===== src/rtl/hsat_pkg.sv =====
package hsat_pkg;
  typedef enum logic {
    MODE_SIGNED   = 1'b0,
    MODE_UNSIGNED = 1'b1
  } sat_mode_e;
endpackage


===== src/rtl/hsat_cfg_check.sv =====
module hsat_cfg_check
  import hsat_pkg::*;
#(
  parameter int LANE_W = 16,
  parameter int SAT_W  = 5
) (
  input  sat_mode_e        mode,
  input  logic [SAT_W-1:0] sat,
  output logic             ok
);
  localparam logic [SAT_W-1:0] MAX_SIGNED   = SAT_W'(LANE_W);
  localparam logic [SAT_W-1:0] MAX_UNSIGNED = SAT_W'(LANE_W - 1);

  always_comb begin
    if (mode == MODE_UNSIGNED) ok = (sat <= MAX_UNSIGNED);
    else                       ok = (sat != '0) && (sat <= MAX_SIGNED);
  end
endmodule


===== src/rtl/hsat_lane.sv =====
module hsat_lane
  import hsat_pkg::*;
#(
  parameter int LANE_W = 16,
  parameter int SAT_W  = 5
) (
  input  logic [LANE_W-1:0] din,
  input  sat_mode_e         mode,
  input  logic [SAT_W-1:0]  sat,
  output logic [LANE_W-1:0] dout,
  output logic              clamped
);
  localparam logic [LANE_W-1:0] ONE = LANE_W'(1);

  logic signed [LANE_W-1:0] x, hi, lo;

  always_comb begin
    x = $signed(din);
    if (mode == MODE_UNSIGNED) begin
      hi = $signed((ONE << sat) - ONE);
      lo = '0;
    end else begin
      hi = $signed((ONE << (sat - SAT_W'(1))) - ONE);
      lo = ~hi;
    end
    if (x > hi) begin
      dout    = hi;
      clamped = 1'b1;
    end else if (x < lo) begin
      dout    = lo;
      clamped = 1'b1;
    end else begin
      dout    = x;
      clamped = 1'b0;
    end
  end
endmodule


===== src/rtl/hsat_sticky.sv =====
module hsat_sticky (
  input  logic clk,
  input  logic rst,
  input  logic set,
  input  logic clr,
  output logic q
);
  always_ff @(posedge clk) begin
    if (rst)      q <= 1'b0;
    else if (set) q <= 1'b1;
    else if (clr) q <= 1'b0;
  end

  assert_sticky_set_R6: assert property (@(posedge clk) disable iff (rst)
    set |=> q);
  assert_sticky_hold_R6: assert property (@(posedge clk) disable iff (rst)
    (q && !clr) |=> q);
  assert_sticky_clear_R7: assert property (@(posedge clk) disable iff (rst)
    (clr && !set) |=> !q);
endmodule


===== src/rtl/hsat_dual_unit.sv =====
module hsat_dual_unit
  import hsat_pkg::*;
#(
  parameter  int LANE_W    = 16,
  parameter  int NUM_LANES = 2,
  localparam int SAT_W     = $clog2(LANE_W + 1),
  localparam int DATA_W    = LANE_W * NUM_LANES
) (
  input  logic              clk,
  input  logic              rst,
  input  logic              in_valid,
  input  logic              in_mode,
  input  logic [SAT_W-1:0]  in_sat,
  input  logic [DATA_W-1:0] in_opnd,
  input  logic              sticky_clr,
  output logic              out_valid,
  output logic [DATA_W-1:0] out_data,
  output logic              out_sat,
  output logic              out_err,
  output logic              sticky_q
);
  sat_mode_e                mode;
  logic                     cfg_ok;
  logic                     accept;
  logic [DATA_W-1:0]        lane_res;
  logic [NUM_LANES-1:0]     lane_clamp;
  logic                     any_clamp;

  assign mode      = sat_mode_e'(in_mode);
  assign accept    = in_valid && cfg_ok;
  assign any_clamp = |lane_clamp;

  hsat_cfg_check #(.LANE_W(LANE_W), .SAT_W(SAT_W)) u_cfg (
    .mode (mode),
    .sat  (in_sat),
    .ok   (cfg_ok)
  );

  for (genvar i = 0; i < NUM_LANES; i++) begin : g_lane
    hsat_lane #(.LANE_W(LANE_W), .SAT_W(SAT_W)) u_lane (
      .din     (in_opnd[i*LANE_W +: LANE_W]),
      .mode    (mode),
      .sat     (in_sat),
      .dout    (lane_res[i*LANE_W +: LANE_W]),
      .clamped (lane_clamp[i])
    );
  end

  always_ff @(posedge clk) begin
    if (rst) begin
      out_valid <= 1'b0;
      out_data  <= '0;
      out_sat   <= 1'b0;
      out_err   <= 1'b0;
    end else begin
      out_valid <= in_valid;
      out_err   <= in_valid && !cfg_ok;
      out_sat   <= accept && any_clamp;
      if (accept) out_data <= lane_res;
    end
  end

  hsat_sticky u_sticky (
    .clk (clk),
    .rst (rst),
    .set (accept && any_clamp),
    .clr (sticky_clr),
    .q   (sticky_q)
  );

  assert_valid_delay_R9: assert property (@(posedge clk) disable iff (rst)
    1'b1 |=> (out_valid == $past(in_valid)));
  assert_err_holds_R8: assert property (@(posedge clk) disable iff (rst)
    (in_valid && !cfg_ok) |=> (out_err && !out_sat && $stable(out_data)));
  assert_signed_pass_R4: assert property (@(posedge clk) disable iff (rst)
    (accept && mode == MODE_SIGNED && in_sat == SAT_W'(LANE_W))
      |=> (out_data == $past(in_opnd) && !out_sat));
  assert_unsigned_zero_R4: assert property (@(posedge clk) disable iff (rst)
    (accept && mode == MODE_UNSIGNED && in_sat == '0) |=> (out_data == '0));
endmodule


===== config.mk =====
export PLATFORM = sky130hd
export DESIGN_NAME = hsat_dual_unit
export DESIGN_NICKNAME = d
export VERILOG_FILES = /design/src/rtl/hsat_pkg.sv /design/src/rtl/hsat_cfg_check.sv /design/src/rtl/hsat_lane.sv /design/src/rtl/hsat_sticky.sv /design/src/rtl/hsat_dual_unit.sv
export SDC_FILE = /design/constraint.sdc
export NUM_CORES = 1
export LEC_CHECK = 0
export BUFFER_PORTS_ARGS = -buffer_cell sky130_fd_sc_hd__buf_4
export CAP_MARGIN = 20
export CORE_MARGIN = 1.5
export CORE_UTILIZATION = 28
export CTS_CLUSTER_DIAMETER = 200
export DETAILED_ROUTE_END_ITERATION = 10
export GPL_TIMING_DRIVEN = 0
export PLACE_DENSITY_LB_ADDON = 0.1
export SETUP_SLACK_MARGIN = 0.5
export SYNTH_ARGS = -nofsm -noshare
export SYNTH_HDL_FRONTEND = slang
export SYNTH_SLANG_ARGS = --single-unit

===== constraint.sdc =====
create_clock -name clk -period 7.7 [get_ports clk]
set_clock_uncertainty 0.15 [all_clocks]
set_input_delay 0 -clock clk [delete_from_list [all_inputs] [get_ports clk]]
set_output_delay 0 -clock clk [all_outputs]
set_load 0.02 [all_outputs]

# Yosys cells after proc, flatten, opt, wreduce, memory -nomap -nowiden
# Index checks and enable logic that the tools add are counted.
# op_classes
n_reduce_logical,8
shift,2
n_mux,13
order_cmp,6
addsub,3
n_bitwise,1
# ops
cell,count
$mux 16,6
$gt 16x16->1,2
$lt 16x16->1,2
$shl 1x5->16 const A,2
$sub 16x1->16 const B,2
$not 16->16,1
$mux 1,7
$le 5x4->1 const B,1
$le 5x5->1 const B,1
$reduce_bool 5->1,1
$sub 5x1->5 const B,1
$logic_and 1x1->1,4
$reduce_bool 2->1,1
$reduce_or 2->1,1
$logic_not 1->1,1
# word_totals
out_inout_bits,36
reg_bits,36
input_bits,42
word_cells,38

# Longest topological paths before layout
# Gate-level depths: netlist of run 1.
# logic_depth
ltp_word,11
mapped_depth,22
depth_no_buf,18

# Modules after synthesis
# From an unflattened synthesis of run 1, not the netlist that was laid out.
# unflattened
hier_cells,780
area_unflattened_um2,5778.0
# by_module_without_submodules
module,area_each_um2,instances,cells_per_inst
hsat_lane (g_lane[1].u_lane),2268.4,1,333
hsat_lane (g_lane[0].u_lane),1928.1,1,287
hsat_dual_unit,1522.7,1,153
hsat_sticky,38.8,1,4
hsat_cfg_check,20.0,1,3

# Worst setup path before layout of run 1
# No wires, ideal clock.
# synth_path
path_kind,input-to-reg
from,input port in_sat[1]
to,register out_data[3]
slack_ns,3.496
path_buffers,3
arrival_ns,3.933
required_time_ns,7.428
cell_stages,19
setup_ns,0.122
path_cell_list,buf_2 -> or3_1 -> or3_1 -> ha_1 -> clkbuf_1 -> and3b_1 -> nor3_1 -> a21oi_1 -> o221ai_1 -> nand2_1 -> ha_1 -> and4_1 -> and2_1 -> nand3_1 -> nor4_2 -> or4_1 -> nand2_1 -> buf_2 -> a221o_1
# synth_between
elab_chain_cells,8
word_cells_on_any_way,18
classes_between,add/sub: 3; order compare: 4; shift: 2; mux: 5; bitwise: 1; reduce/logical: 3
# synth_rtl
item,line_no,source
start: declaration,hsat_dual_unit.sv:13,"input logic [SAT_W-1:0] in_sat,"
$sub 5x1->5,hsat_lane.sv:23,hi = $signed((ONE << (sat - SAT_W'(1))) - ONE);
$shl 1x5->16,hsat_lane.sv:23,
$sub 16x1->16,hsat_lane.sv:23,
$not 16->16,hsat_lane.sv:24,lo = ~hi;
$mux 16,hsat_lane.sv:19,if (mode == MODE_UNSIGNED) begin
$lt 16x16->1,hsat_lane.sv:29,end else if (x < lo) begin
$mux 16,hsat_lane.sv:29,
$mux 16,hsat_lane.sv:26,if (x > hi) begin
end signal: assignment,hsat_dual_unit.sv:59,if (accept) out_data <= lane_res;
end: declaration,hsat_dual_unit.sv:17,"output logic [DATA_W-1:0] out_data,"
# Parallel ways exist; a longest one is shown, timed or not.
# A chain may end at the register's enable or synchronous reset.

# Worst setup path in the final report of run 1
# Ends and elaborated chain as after synthesis.

==> impl_metrics.csv, run 1 <==
group,metric,value,unit
logic_synthesis,syn-cell-area,0.00434,sq mm
clocking,clk_latency,0.28,ns
finish,area_growth,22.3,%
flow_run,maxCapViolCount,0,
place,port_buffers,75,
route,wl,16500,microns
logic_synthesis,synth-main-ff-cell,"dfxtp_1",
grt,grt_pass1_vias,4677,
logic_synthesis,synth_edf_count,0,
route,drt_first_iter_violations,288,
setup_path,cp-end-kind,"register",
setup_path,path_buf_inv,6,
route,firstDrtPassIters,6,
floorplan,fp.dieW,127,microns
logic_synthesis,synth_area_per_cell,7.74,sq um
finish,layout-drive-gt1-share,0.186,
setup_path,path_cells,"buf_4 -> buf_2 -> clkbuf_1 -> nor2_1 -> nand2_1 -> ha_1 -> clkbuf_1 -> nor3b_1 -> a221oi_1 -> inv_1 -> nand2_1 -> ha_1 -> nand4_1 -> a21oi_1 -> a211oi_1 -> nor4_2 -> o31ai_1 -> nand2_1 -> buf_2 -> a221o_1",
finish,fillers,1620,
timing,hold_violations,0,
setup_path,crit_end,"out_data[3]",
finish,n_antenna_cell,0,
setup_path,reg2reg_to,"u_sticky.q",
clocking,tritoncts,"done",
clocking,clk_pin_slew_worst_paths,0.05,ns
setup_path,ff2ff_path_depth,3,
logic_synthesis,ys_seq_elements,36,
setup_path,cp.depth,20,
clocking,cts.sinks,36,
finish,regArea,721,sq um
place,dpl.hpwl,13900,microns
setup_path,cpMostUsedCell,"nand2_1",
route,viasPerCell,5.57,
power,p_per_area,146,mW/mm^2
finish,multi_input_area,0.00337,sq mm
logic_synthesis,yosysSeqAreaShare,0.166,
logic_synthesis,syn-num-nets,662,
timing,tns,0,ns
setup_path,required,7.71,ns
clocking,cts-htree-levels,2,
power,irDropWorstVdd,78.8,uV
floorplan,fp.dieH,127,microns
grt,grt_max_degree,11,
grt,grt_overflow_total,0,
timing,rsz0062_at_grt,"no",
worst_hold_path,hold_path_class,"in2reg",
logic_synthesis,postSynth.asyncResetShare,0,
setup_path,critical_path_class,"in2reg",
clocking,numCtsBuffers,5,
grt,antenna_found_initial,0,
floorplan,start_util,0.286,
floorplan,core_area,0.0151,sq mm
clocking,clock_tree.root_cell,"clkbuf_16",
logic_synthesis,ys_warn_count,0,
power,leakagePower,2.30,nW
setup_path,cpPeakStageDelay,0.68,ns
route,drc,0,
route,antenna_left,0,
timing,clock.fmax,194,MHz
setup_path,crit_slowest_cell,"a221oi_1",
timing,period_needed,5.17,ns
timing,relSlewSlack,0.370,
setup_path,crit_path_start,"in_sat[1]",
finish,nets,746,
setup_path,reg2reg_setup_slack,6.74,ns
clocking,ctsResizeCount,0,
timing,tightest_slew,0.938,ns
timing,finalCritPeriodShare,0.671,
floorplan,io_pins,78,
timing,slew_violations,0,
floorplan,dieArea,0.0162,sq mm
run_status,outcome,"completed",
setup_path,critPathTopFamily,"compound AO/OA/AOI/OAI gates",
setup_path,crit_arrival,5.18,ns
logic_synthesis,synth_cells,560,
setup_path,cp-start-kind,"input port",
timing,report.final.setup_viol,0,
place,gp_congestion,0.855,
route,routedWlPerCell,19.8,microns
power,power,0.000773,W
clocking,clockBufferDepth,2,
setup_path,worst-path-max-fanout,10,
setup_path,r2r_start,"u_sticky.q",
grt,grt_first_pass_wirelength,26000,microns
logic_synthesis,synth_cell_type_count,69,
floorplan,rows,45,
grt,grt_use_total,0.206,
route,dr_total_vias,4641,
-- worst min-delay path by stage --
stage	slack [ns]	endpoint	cells after the start	start
global route	0.06	out_data[21]	4	in_opnd[21]
finish	0.02	out_data[30]	4	in_opnd[30]
detailed placement	0.14	out_valid	2	in_valid
CTS	0.02	out_data[30]	4	in_opnd[30]
global placement	0.13	out_valid	2	in_valid
floorplan	0.005	out_valid	1	in_valid
-- layout by cell type (no fill, tap or decap), types with 12 or more instances in the layout --
master    netlist  routed
a21oi_1        33      33
a221o_1        12      12
buf_4           0      75
clkbuf_1       26      28
dfxtp_1        36      36
ha_1           60      60
inv_1          19      19
mux2_2         15      15
mux2i_1        14      14
nand2_1        41      41
nand3_1        21      21
nand3b_1       17      17
nand4_1        27      27
nor2_1         37      37
nor3_1         19      19
nor4_1         13      13
o21ai_0        39      39
-- worst register-to-register path, stage by stage (launching register included) --
cell and delay (ns):
dfxtp_1 0.32, nand2b_1 0.07, and3_1 0.18, a31oi_1 0.16
-- cells by family (layout without fill, tap and decap cells) --
kind of cell / count (synthesis) / count (layout) / synth area share
compound gates: 142 / 142 / 0.226
xor+xnor: 9 / 9 / 0.0182
fa+ha+maj: 62 / 62 / 0.178
buf+inv: 59 / 144 / 0.0571
flops: 36 / 36 / 0.166
mux: 31 / 31 / 0.0773
simple gates: 221 / 221 / 0.278
-- Yosys cell counts, types with 3 or more instances --
cell type | n | area (sq um)
ha_1 | 60 | 751
mux2i_1 | 14 | 140
o21ai_0 | 39 | 195
inv_1 | 19 | 71.3
dfxtp_1 | 36 | 721
a221o_1 | 12 | 120
a21o_1 | 7 | 52.6
xnor2_1 | 4 | 35.0
nand4_1 | 27 | 169
o211ai_1 | 5 | 37.5
nand3b_1 | 17 | 128
nor4_1 | 13 | 81.3
or2_2 | 3 | 18.8
nor2b_1 | 9 | 56.3
a21oi_1 | 33 | 165
xor2_1 | 5 | 43.8
or3_1 | 6 | 37.5
nor3_1 | 19 | 95.1
nand2b_1 | 6 | 37.5
buf_2 | 9 | 45.0
o21a_1 | 6 | 45.0
o311ai_0 | 6 | 52.6
a211oi_1 | 4 | 30.0
nor3b_1 | 3 | 22.5
nand3_1 | 21 | 105
nor2_1 | 37 | 139
and2_1 | 6 | 37.5
nand2_1 | 41 | 154
clkbuf_1 | 26 | 97.6
mux2_2 | 15 | 169
-- stage by stage --
stage	cells	hold slack [ns]	util	area [sq um]	worst slack [ns]
after floorplan	560	0.00492	-	4340	3.50
after global placement	823	0.129	0.339	5130	2.21
after detailed placement	823	0.144	0.339	5130	2.27
after CTS	833	0.0249	0.350	5300	2.54
after global routing	833	0.0552	0.350	5300	2.15
final	833	0.0238	0.350	5300	2.53
-- layout make-up --
cell class / count / share of cell area
Buffer: 39 / 0.0326
Clock buffer: 8 / 0.0276
Inverter: 20 / 0.0142
Multi-Input combinational cell: 465 / 0.635
Sequential cell: 36 / 0.136
Tap cell: 188 / 0.0444
Timing Repair Buffer: 77 / 0.110
-- state kept, by name, indices dropped and copies added, names as in the netlist --
signal,flops
out_sat,1
out_data,32
out_valid,1
out_err,1
u_sticky.q,1
-- repair_timing --
action | 4_1_cts | 5_1_grt
buffers inserted | 0 | 0
hold endpoints to repair | 3 | 0
hold buffers | 2 | 0
-- where the power goes --
part	internal [W]	switching [W]	total (W)
Clock	0.000129	0.0000732	0.000202
Combinational	0.000141	0.000213	0.000354
Sequential	0.000205	0.0000107	0.000216
-- metal layers --
metal  share of wire  vias up  track usage
met1            0.46     2231        0.273
met4           0.013        0       0.0535
met5               0        -            0
met2            0.49       97        0.362
met3           0.035       15       0.0142
li1                -     2298            -
No activity file was read; power rests on OpenSTA's default activity.
==> run 2, diff against run 1 <==
==> constraint.sdc (replaced) <==
create_clock -name clk -period 4.3 [get_ports clk]
set_clock_uncertainty 0.15 [all_clocks]
set_input_delay 0 -clock clk [delete_from_list [all_inputs] [get_ports clk]]
set_output_delay 0 -clock clk [all_outputs]
set_load 0.02 [all_outputs]
==> run 2 against run 1 <==
Effect of this change: total power is 110% higher; critical path depth is the same; clock-buffer cell count shrank 2; critical path type unchanged; worst setup slack worse by 2.1 ns.
==> impl_metrics.csv, run 2 (synthesis gave the netlist of run 1 again) <==
group,metric,value,unit
run_status,outcome,"completed",
timing,setup_ws,0.389,ns
setup_path,path_cells,"buf_8 -> buf_8 -> or3_4 -> or3_4 -> ha_4 -> buf_8 -> and3b_2 -> buf_6 -> a22o_1 -> nand2_1 -> a31o_4 -> ha_1 -> and4_4 -> and2_4 -> buf_4 -> o2bb2ai_2 -> nor4_4 -> buf_6 -> nor4_4 -> a221o_1",
finish,largest_reg_flops,32,
route,drt_first_iter_violations,287,
finish,area_growth,51.1,%
setup_path,cpMostUsedCell,"buf_8",
power,p_int,0.000994,W
finish,nets,792,
setup_path,crit_end,"out_data[0]",
setup_path,r2r_start,"u_sticky.q",
setup_path,reg2reg_to,"u_sticky.q",
route,drc,0,
timing,period_needed,3.91,ns
clocking,tritoncts,"done",
power,p_per_area,249,mW/mm^2
clocking,cts-htree-levels,2,
timing,slew_violations,0,
timing,finalCritPeriodShare,0.909,
worst_hold_path,hold_path_class,"in2reg",
floorplan,rows,45,
power,combPwrFrac,0.537,
timing,tightest_slew,0.995,ns
timing,report.final.setup_viol,0,
finish,final_common_cell,"buf_4",
route,wl,17800,microns
timing,holdWs,0.0277,ns
clocking,clockBufferDepth,2,
grt,grt_use_total,0.219,
worst_hold_path,hold-path-cell-count,4,
floorplan,io_pins,78,
grt,grt_pass1_vias,4991,
route,viasPerCell,5.71,
floorplan,fp.dieH,127,microns
worst_hold_path,hp-start,"in_opnd[16]",
route,routedWlPerCell,20.3,microns
power,leakagePower,2.72,nW
clocking,clock_tree.root_cell,"clkbuf_16",
power,p_sw_frac,0.391,
setup_path,path_buf_inv,6,
route,firstDrtPassIters,5,
setup_path,cpPeakStageDelay,0.38,ns
setup_path,crit_arrival,3.92,ns
power,irDropWorstVdd,161,uV
clocking,cts.sinks,36,
grt,grt_max_degree,12,
clocking,clk_pin_slew_worst_paths,0.06,ns
setup_path,ff2ff_path_depth,3,
power,power_frac_seq,0.238,
setup_path,cp-start-kind,"input port",
finish,n_antenna_cell,0,
clocking,clk_latency,0.28,ns
setup_path,critical_path_class,"in2reg",
finish,top_register,"out_data",
floorplan,fp.dieW,127,microns
timing,clock.fmax,256,MHz
finish,layout-drive-gt1-share,0.384,
place,port_buffers,75,
setup_path,cp.depth,20,
place,dpl.hpwl,14000,microns
finish,most-common-layout-cells,"buf_4, ha_1, dfxtp_1, nand2_1, nor2_1",
route,antenna_left,0,
setup_path,crit_slowest_cell,"nor4_4",
route,dr_total_vias,5021,
setup_path,required,4.31,ns
timing,rsz0062_at_grt,"yes",
timing,relSlewSlack,0.332,
grt,grt_first_pass_wirelength,27500,microns
setup_path,crit_path_start,"in_sat[1]",
power,clkPwrFrac,0.226,
setup_path,worst-path-max-fanout,6,
place,gp_congestion,0.898,
floorplan,dieArea,0.0162,sq mm
flow_run,maxCapViolCount,0,
setup_path,critPathTopFamily,"simple AND/OR/NAND/NOR gates",
power,p_sw,0.000637,W
timing,hold_violations,0,
setup_path,reg2reg_setup_slack,3.35,ns
place,postPlaceCellArea,0.00529,sq mm
finish,design_area,0.00655,sq mm
floorplan,start_util,0.286,
floorplan,core_area,0.0151,sq mm
grt,grt_overflow_total,0,
grt,antenna_found_initial,0,
clocking,numCtsBuffers,5,
setup_path,cp-end-kind,"register",
place,post-place-ws,-0.708,ns
[run 2: cell count changes in the layout (fill, tap and decap cells not counted), sizes merged]
cell,delta
dlygate4sd3,+1
clkinv,+2
clkbuf,-7
buf,+50
[run 2: cell type report]
type / instances / area (sq um)
fill: 1521 / 8590
multi-input combinational: 465 / 4030
timing repair buffer: 123 / 1020
sequential: 36 / 721
buffer: 39 / 319
tap: 188 / 235
clock buffer: 6 / 139
inverter: 20 / 76.3
clock inverter: 2 / 10.0
[run 2: through the flow]
step                std cells  power (W)  setup TNS (ns)   util
floorplan                 560   0.000818               0      -
global placement          823    0.00104          -14.27  0.349
detailed placement        823    0.00105          -16.25  0.349
CTS                       867    0.00157               0  0.409
global route              879    0.00172               0  0.433
finish                    879    0.00163               0  0.433
[run 2: how the worst min path moves through the flow]
| stage | endpoint | slack, ns |
|---|---|---|
| 6_report | out_data[16] | 0.03 |
| 5_1_grt | out_data[16] | 0.04 |
| 4_1_cts | out_data[1] | 0.01 |
| 3_5_place_dp | out_valid | 0.15 |
| 3_3_place_gp | out_valid | 0.12 |
| 2_1_floorplan | out_valid | 0.005 |
[run 2: routing by layer]
metal,vias up,GRT usage,part of all wire
met5,-,0,0
met4,0,0.0809,0.030
met3,37,0.0214,0.041
met2,151,0.380,0.48
met1,2430,0.280,0.44
li1,2403,-,-
[run 2: repair_timing]
action                                  CTS  global route
hold endpoints to repair                  3             1
hold buffers                              2             1
gates cloned                              3             0
pin swaps                                42            32
buffers inserted                         31            11
gates resized for setup                  98            63
endpoints found under the setup margin   34            34
[run 2: power groups by stage]
stage | Combinational [W] | Clock (W) | Sequential (W)
after floorplan | 0.000387 | 0 | 0.000431
after global placement | 0.000650 | 0 | 0.000394
after detailed placement | 0.000658 | 0 | 0.000395
after CTS | 0.000807 | 0.000375 | 0.000388
after global routing | 0.000937 | 0.000393 | 0.000391
final | 0.000875 | 0.000368 | 0.000388
[run 2: worst reg2reg max path, delay by kind of cell (launching register included)]
kind	cells	cell delay, ns
simple gates	2	0.26
flops	1	0.33
compound gates	1	0.14
